--- src/rtl/mac_pkg.sv ---
package mac_pkg;
  // Guard bits so MAX_CNT full-scale products cannot overflow the sum
  function automatic int guard_bits(input int max_cnt);
    return (max_cnt < 2) ? 1 : $clog2(max_cnt);
  endfunction
endpackage

--- src/rtl/mac_ctrl.sv ---
module mac_ctrl #(
  parameter int CNT_W = 9
) (
  input  logic             clk,
  input  logic             rst,
  input  logic             start,
  input  logic [CNT_W-1:0] count,
  input  logic             in_valid,
  output logic             in_ready,
  output logic             take,
  output logic             take_first,
  output logic             take_last
);
  logic [CNT_W-1:0] remaining;
  logic             first_pend;

  always_ff @(posedge clk) begin
    if (rst) begin
      remaining  <= '0;
      first_pend <= 1'b0;
    end else if (start && count != '0) begin
      remaining  <= count;
      first_pend <= 1'b1;
    end else if (take) begin
      remaining  <= remaining - 1'b1;
      first_pend <= 1'b0;
    end
  end

  assign in_ready   = (remaining != '0);
  assign take       = in_valid & in_ready;
  assign take_first = take & first_pend;
  assign take_last  = take & (remaining == CNT_W'(1));


  count_step_chk: assert property (@(posedge clk) disable iff (rst)
    (take && !start) |=> remaining == CNT_W'($past(remaining) - 1'b1));


  zero_start_chk: assert property (@(posedge clk) disable iff (rst)
    (start && count == '0 && !in_ready) |=> !in_ready);
endmodule

--- src/rtl/mac_operand_stage.sv ---
module mac_operand_stage #(
  parameter int OP_W = 16
) (
  input  logic                   clk,
  input  logic                   rst,
  input  logic                   take,
  input  logic                   take_first,
  input  logic                   take_last,
  input  logic signed [OP_W-1:0] a_in,
  input  logic signed [OP_W-1:0] b_in,
  output logic signed [OP_W-1:0] a_q,
  output logic signed [OP_W-1:0] b_q,
  output logic                   v_q,
  output logic                   first_q,
  output logic                   last_q
);
  // Operand registers: no reset, zero-gated by the enable
  always_ff @(posedge clk) begin
    a_q <= take ? a_in : '0;
    b_q <= take ? b_in : '0;
  end

  always_ff @(posedge clk) begin
    if (rst) begin
      v_q     <= 1'b0;
      first_q <= 1'b0;
      last_q  <= 1'b0;
    end else begin
      v_q     <= take;
      first_q <= take_first;
      last_q  <= take_last;
    end
  end


  idle_zero_chk: assert property (@(posedge clk) disable iff (rst)
    !take |=> (a_q == '0 && b_q == '0));
endmodule

--- src/rtl/mac_product_stage.sv ---
module mac_product_stage #(
  parameter int OP_W = 16,
  parameter bit PIPE = 1'b1,
  localparam int PROD_W = 2 * OP_W
) (
  input  logic                     clk,
  input  logic                     rst,
  input  logic signed [OP_W-1:0]   a_q,
  input  logic signed [OP_W-1:0]   b_q,
  input  logic                     v_q,
  input  logic                     first_q,
  input  logic                     last_q,
  output logic signed [PROD_W-1:0] prod,
  output logic                     p_v,
  output logic                     p_first,
  output logic                     p_last
);
  logic signed [PROD_W-1:0] mult;
  assign mult = a_q * b_q;

  generate
    if (PIPE) begin : g_reg
      always_ff @(posedge clk) prod <= mult;
      always_ff @(posedge clk) begin
        if (rst) begin
          p_v     <= 1'b0;
          p_first <= 1'b0;
          p_last  <= 1'b0;
        end else begin
          p_v     <= v_q;
          p_first <= first_q;
          p_last  <= last_q;
        end
      end
    end else begin : g_wire
      assign prod    = mult;
      assign p_v     = v_q;
      assign p_first = first_q;
      assign p_last  = last_q;
    end
  endgenerate
endmodule

--- src/rtl/mac_accumulator.sv ---
module mac_accumulator #(
  parameter int PROD_W = 32,
  parameter int ACC_W  = 40
) (
  input  logic                     clk,
  input  logic                     rst,
  input  logic signed [PROD_W-1:0] prod,
  input  logic                     p_v,
  input  logic                     p_first,
  input  logic                     p_last,
  output logic signed [ACC_W-1:0]  acc,
  output logic                     done
);
  logic signed [ACC_W-1:0] prod_x;
  assign prod_x = {{(ACC_W-PROD_W){prod[PROD_W-1]}}, prod};

  always_ff @(posedge clk) begin
    if (rst) begin
      acc  <= '0;
      done <= 1'b0;
    end else begin
      done <= p_v & p_last;
      if (p_v && p_first) acc <= prod_x;   // clear merged with first add
      else                acc <= acc + prod_x;
    end
  end


  stall_prod_chk: assert property (@(posedge clk) disable iff (rst)
    !p_v |-> prod == '0);


  stall_hold_chk: assert property (@(posedge clk) disable iff (rst)
    !p_v |=> acc == $past(acc));
endmodule

--- src/rtl/mac_pipe_unit.sv ---
module mac_pipe_unit #(
  parameter int OP_W    = 16,
  parameter int MAX_CNT = 256,
  parameter bit PIPE    = 1'b1,
  localparam int CNT_W  = $clog2(MAX_CNT + 1),
  localparam int PROD_W = 2 * OP_W,
  localparam int ACC_W  = PROD_W + mac_pkg::guard_bits(MAX_CNT)
) (
  input  logic                    clk,
  input  logic                    rst,
  input  logic                    start,
  input  logic [CNT_W-1:0]        count,
  input  logic                    in_valid,
  output logic                    in_ready,
  input  logic signed [OP_W-1:0]  a_in,
  input  logic signed [OP_W-1:0]  b_in,
  output logic signed [ACC_W-1:0] acc_out,
  output logic                    done
);
  logic take, take_first, take_last;
  logic signed [OP_W-1:0] a_q, b_q;
  logic v_q, first_q, last_q;
  logic signed [PROD_W-1:0] prod;
  logic p_v, p_first, p_last;

  mac_ctrl #(.CNT_W(CNT_W)) u_ctrl (
    .clk(clk), .rst(rst), .start(start), .count(count),
    .in_valid(in_valid), .in_ready(in_ready), .take(take),
    .take_first(take_first), .take_last(take_last)
  );

  mac_operand_stage #(.OP_W(OP_W)) u_ops (
    .clk(clk), .rst(rst), .take(take), .take_first(take_first),
    .take_last(take_last), .a_in(a_in), .b_in(b_in),
    .a_q(a_q), .b_q(b_q), .v_q(v_q), .first_q(first_q), .last_q(last_q)
  );

  mac_product_stage #(.OP_W(OP_W), .PIPE(PIPE)) u_prod (
    .clk(clk), .rst(rst), .a_q(a_q), .b_q(b_q), .v_q(v_q),
    .first_q(first_q), .last_q(last_q), .prod(prod),
    .p_v(p_v), .p_first(p_first), .p_last(p_last)
  );

  mac_accumulator #(.PROD_W(PROD_W), .ACC_W(ACC_W)) u_acc (
    .clk(clk), .rst(rst), .prod(prod), .p_v(p_v), .p_first(p_first),
    .p_last(p_last), .acc(acc_out), .done(done)
  );
endmodule

--- config.mk ---
export PLATFORM = sky130hd
export DESIGN_NAME = mac_pipe_unit
export DESIGN_NICKNAME = d
export VERILOG_FILES = /design/src/rtl/mac_pkg.sv /design/src/rtl/mac_ctrl.sv /design/src/rtl/mac_operand_stage.sv /design/src/rtl/mac_product_stage.sv /design/src/rtl/mac_accumulator.sv /design/src/rtl/mac_pipe_unit.sv
export SDC_FILE = /design/constraint.sdc
export NUM_CORES = 1
export LEC_CHECK = 0
export ABC_AREA = 0
export BUFFER_PORTS_ARGS = -buffer_cell sky130_fd_sc_hd__buf_2
export CAP_MARGIN = 40
export CELL_PAD_IN_SITES_DETAIL_PLACEMENT = 1
export CELL_PAD_IN_SITES_GLOBAL_PLACEMENT = 2
export CORE_MARGIN = 3
export CORE_UTILIZATION = 39
export CTS_BUF_LIST = sky130_fd_sc_hd__clkbuf_8
export CTS_CLUSTER_DIAMETER = 40
export DETAILED_ROUTE_END_ITERATION = 7
export PLACE_DENSITY_LB_ADDON = 0.1
export SYNTH_ARGS = -nofsm -noshare
export SYNTH_HDL_FRONTEND = slang
export SYNTH_SLANG_ARGS = --single-unit
--- constraint.sdc ---
create_clock -name clk -period 8.9 [get_ports clk]
set_clock_uncertainty 0.15 [all_clocks]
set_input_delay 0.445 -clock clk [delete_from_list [all_inputs] [get_ports clk]]
set_output_delay 0.445 -clock clk [all_outputs]
set_load 0.02 [all_outputs]
# After elaboration in Yosys (flattened, before gate mapping)
# Index checks and enable logic that the tools add are counted.
# Widths: inputs -> output; s select.
# op_classes
n_addsub	2
n_mul	1
n_eq_ne	1
mux	5
bitwise	4
n_reduce_logical	5
# op_table
cell	count
$add 40x32->40	1
$mux 40	1
$mul 16x16->32	1
$mux 9	2
$reduce_bool 9->1	2
$eq 9x1->1 const B	1
$sub 9x1->9 const B	1
$and 1x1->1	4
$logic_and 1x1->1	2
$mux 1	2
$reduce_bool 2->1	1
# totals
reg_bits	121
inputBits	45
output_inout_bits	42
word_cells	31

# Depth between registers and ports, before layout
# depth
word_depth	4
mapped_depth	27
mapped_depth_nobuf	25

# By module
# A second synthesis with hierarchy kept.
# unflattened
cells_unflattened	1743
hier_area_um2	15830.2
# by_module_without_submodules
module	instances	cells_each	area_per_inst_um2	seq_area_each_um2
mac_product_stage	1	1119	10578.9	700.7
mac_accumulator	1	479	3663.5	820.8
mac_operand_stage	1	73	934.6	700.7
mac_ctrl	1	72	653.1	200.2

# Worst setup path before layout
# No wires, ideal clock.
# synth_path
path_kind	reg2reg
start	reg u_ops.a_q[15]
end	reg u_prod.prod[27]
setup_time_ns	0.072
arrival_time_ns	5.842
required_time_ns	8.678
path_slack_ns	2.835
stages_incl_launch_ff	26
n_path_buf	2
period_less_slack_ns	6.065
path_cell_list	dfxtp_1 clkbuf_1 nand2_1 inv_1 fa_1 inv_1 fa_1 fa_1 inv_1 fa_1 fa_1 inv_1 fa_1 inv_1 ha_1 clkbuf_1 o21ai_0 nand2b_1 a21o_1 a21oi_1 nor3_1 a211o_1 a21o_1 a21o_1 a21oi_1 xnor2_1
# synth_via
elab_chain_cells	1
# synth_lines
element	line	text
start: declaration	mac_operand_stage.sv:11	output logic signed [OP_W-1:0] a_q,
start signal: assignment	mac_operand_stage.sv:19	a_q <= take ? a_in : '0;
$mul 16x16->32	mac_product_stage.sv:19	assign mult = a_q * b_q;
named net u_prod.mult[27]	mac_product_stage.sv:18	logic signed [PROD_W-1:0] mult;
end signal: assignment	mac_product_stage.sv:23	always_ff @(posedge clk) prod <= mult;
end: declaration	mac_product_stage.sv:13	output logic signed [PROD_W-1:0] prod,
# The timed path passes the listed nets, and every way through them passes these cells.
# A chain may end at the register's enable or synchronous reset.

# Final worst setup path
# layout_path
start	reg u_ops.b_q[1]
end	reg u_prod.prod[27]
# layout_via
elab_chain_cells	1
# layout_lines
element	line	text
start: declaration	mac_operand_stage.sv:12	output logic signed [OP_W-1:0] b_q,
start signal: assignment	mac_operand_stage.sv:20	b_q <= take ? b_in : '0;
$mul 16x16->32	mac_product_stage.sv:19	
named net u_prod.mult[27]	mac_product_stage.sv:18	
# The timed path passes the listed nets, and every way through them passes these cells.

==> flow_summary.json <==
{
  "grt_pass1_vias": 12720,
  "peakVddDrop_mv": 0.1049,
  "internal_power_mw": 2.046,
  "synth_cell_types": 59,
  "antenna_found_initial": 1,
  "p_leak_nw": 8.479,
  "syn_inst": 1723,
  "setup_violations": 0,
  "clk_path_buf_depth": 2,
  "num-nets-final": 2208,
  "dp_hpwl_um": 32830,
  "clkPwrFrac_pct": 11.4,
  "ctsHoldBuffers": 6,
  "clk_pin_slew_ps": 80,
  "post-place-ws_ps": 2105,
  "ant_nets": 0,
  "placed_area_um2": 16390,
  "ys_seq_area_share_pct": 15.65,
  "port_buffers": 86,
  "setup_ws_ps": 2096,
  "fin_crit_sh_pct": 76.45,
  "required_ps": 9140,
  "synthArstFlopShare_pct": 0,
  "syn_area_um2": 15480,
  "start_kind": "flop",
  "drc": 0,
  "status": "completed",
  "syn_nets": 2154,
  "ys_warn_count": 0,
  "grt_setup_unrepaired": "false",
  "synth_top_cell_by_area": "fa_1",
  "min_path_cells": 2,
  "numCtsBuffers": 17,
  "postSynthAreaPerCell_um2": 8.986,
  "wl_um": 40680,
  "hold_viol": 0,
  "synth_edf_count": 0,
  "tns_ps": 0,
  "finalInstanceArea_um2": 16790,
  "die_h_um": 205.2,
  "swShare_pct": 47.91,
  "hp-class": "input port to flop",
  "grt_start_max_net_pins": 55,
  "rows": 72,
  "synth.area.top_cells": "fa_1 34%, dfxtp_1 16%, ha_1 9.9%",
  "p_switching_mw": 1.882,
  "drive_gt1_share_pct": 7.602,
  "h-tree-depth": 4,
  "endpoint_kind": "flop",
  "die_area_um2": 42130,
  "overflow": 0,
  "tightestPinTransition_ps": 808.5,
  "antenna_cells": 0,
  "power_density_nw_per_um2": 234.0,
  "p_comb_share_pct": 66.4,
  "wire_per_inst_um": 17.63,
  "ys.flop_type": "dfxtp_1",
  "track_usage_pct": 20.44,
  "gpl.final_weighted_congestion": 0.8355,
  "max_cap_viol_count": 0,
  "final_util_pct": 43.14,
  "max_freq_mhz": 147.0,
  "die_x_um": 205.2,
  "worstPathMaxFanout": 16,
  "yosys.area.top_type_share_pct": 34.01,
  "initialDrtViolationCount": 411,
  "maxSlewHeadroom_pct": 46.03,
  "ioPinCount": 87,
  "synth_seq_cells": 121,
  "ctsRootBufferMaster": "clkbuf_8",
  "syn_to_final_growth_pct": 8.429,
  "viasPerCell": 4.938,
  "clk_latency_ps": 480,
  "ctsResizeCount": 0,
  "fp.coreArea_um2": 38920,
  "final_common_cell": "inv_1",
  "cts_tree": "built",
  "start_util_pct": 39.78,
  "grt_pass1_wl_um": 67760,
  "seq_power_share_pct": 22.2,
  "r2r.worst_path.cells": 20,
  "slew_violations": 0,
  "clock-sinks": 121,
  "postCtsSetupBuffers": 0,
  "critPathKind": "flop to flop",
  "arrival_ps": 7040,
  "mostFrequentLayoutCells": "331 x inv_1, 263 x fa_1, 203 x nand2_1",
  "holdWs_ps": 55.29,
  "fin_crit_ps": 6804,
  "vias": 11390,
  "first_pass_iters": 4
}
==> critical path, stage by stage (launching register included) <==
cell and delay (ps):
dfxtp_1 780, nand2_1 260, inv_1 200, fa_1 530, fa_1 770, inv_1 160, fa_1 510, fa_1 580
fa_1 430, fa_1 490, inv_1 40, ha_1 340, a21oi_1 160, nand2_1 90, a21oi_1 150, nor3b_1 70
a211o_1 280, a21o_1 210, a21o_1 180, a21oi_1 180, xnor2_1 130
==> per-stage QoR <==
stage	cells	total power [mW]
2_1_floorplan	1723	2.865
3_3_place_gp	2269	3.460
3_5_place_dp	2270	3.508
4_1_cts	2307	3.991
5_1_grt	2307	4.386
6_report	2307	3.928
==> cells in the mapped netlist (all sizes together) (6+ instances only) <==
| master | instances |
|---|---|
| fa | 263 |
| nand2 | 203 |
| xor2 | 24 |
| nand4 | 7 |
| nor2b | 11 |
| and2 | 127 |
| o211ai | 9 |
| nor4 | 9 |
| nand2b | 11 |
| o21ai | 31 |
| ha | 123 |
| nor2 | 58 |
| a31oi | 6 |
| a21oi | 82 |
| a211oi | 14 |
| inv | 331 |
| and3 | 37 |
| a21o | 40 |
| clkbuf | 59 |
| nor3 | 12 |
| dfxtp | 121 |
| o21bai | 9 |
| xnor2 | 50 |
| or3 | 9 |
| nand3 | 16 |
| a211o | 6 |
| o21a | 13 |
==> per-layer routing <==
| metal | global-route usage [%] | up-vias | wire length, um |
|---|---|---|---|
| li1 | - | 5482 | - |
| met1 | 29.23 | 5707 | 20350 |
| met2 | 33.10 | 167 | 18180 |
| met3 | 2.800 | 37 | 1612 |
| met4 | 4.662 | 0 | 538 |
| met5 | 0 | - | 0 |
==> cells by family (layout without fill, tap and decap cells) <==
| family | after synthesis | count (layout) | synth area share [%] |
|---|---|---|---|
| flops | 121 | 121 | 15.65 |
| simple gates | 511 | 511 | 16.32 |
| mux | 2 | 2 | 0.1374 |
| xor+xnor | 74 | 74 | 4.186 |
| compound gates | 236 | 236 | 10.22 |
| fa+ha+maj | 386 | 386 | 43.95 |
| buf+inv | 393 | 459 | 9.552 |
==> state kept, by name, indices dropped and copies added, names as in the netlist, 9 cells and up <==
name / count
u_ops.b_q: 16
u_prod.prod: 32
u_acc.acc: 40
u_ctrl.remaining: 9
u_ops.a_q: 16
==> path summary, 6_finish.rpt <==
path / start / to / slack [ps]
worst max-delay path: u_ops.b_q[1] / u_prod.prod[27] / 2100
worst min register to register: u_prod.p_last / u_acc.done / 280
worst min-delay path: b_in[2] / u_ops.b_q[2] / 60
worst max register to register: u_ops.b_q[1] / u_prod.prod[27] / 2100
==> area by class of cell <==
class	instances	area [um2]
tap	518	648.1
sequential	121	2422
multi-input combinational	1209	11590
timing repair buffer	97	548.0
clock inverter	14	103.9
inverter	331	1242
fill	4586	22130
clock buffer	17	234.0
==> power groups by stage <==
stage | Combinational, mW | Sequential (mW) | Clock [mW]
global route | 3.00 | 0.893 | 0.497
CTS | 2.64 | 0.874 | 0.476
finish | 2.61 | 0.871 | 0.449
detailed placement | 2.62 | 0.886 | 0
global placement | 2.58 | 0.881 | 0
floorplan | 1.98 | 0.881 | 0
Note: power is estimated with default switching activity, not from simulation.
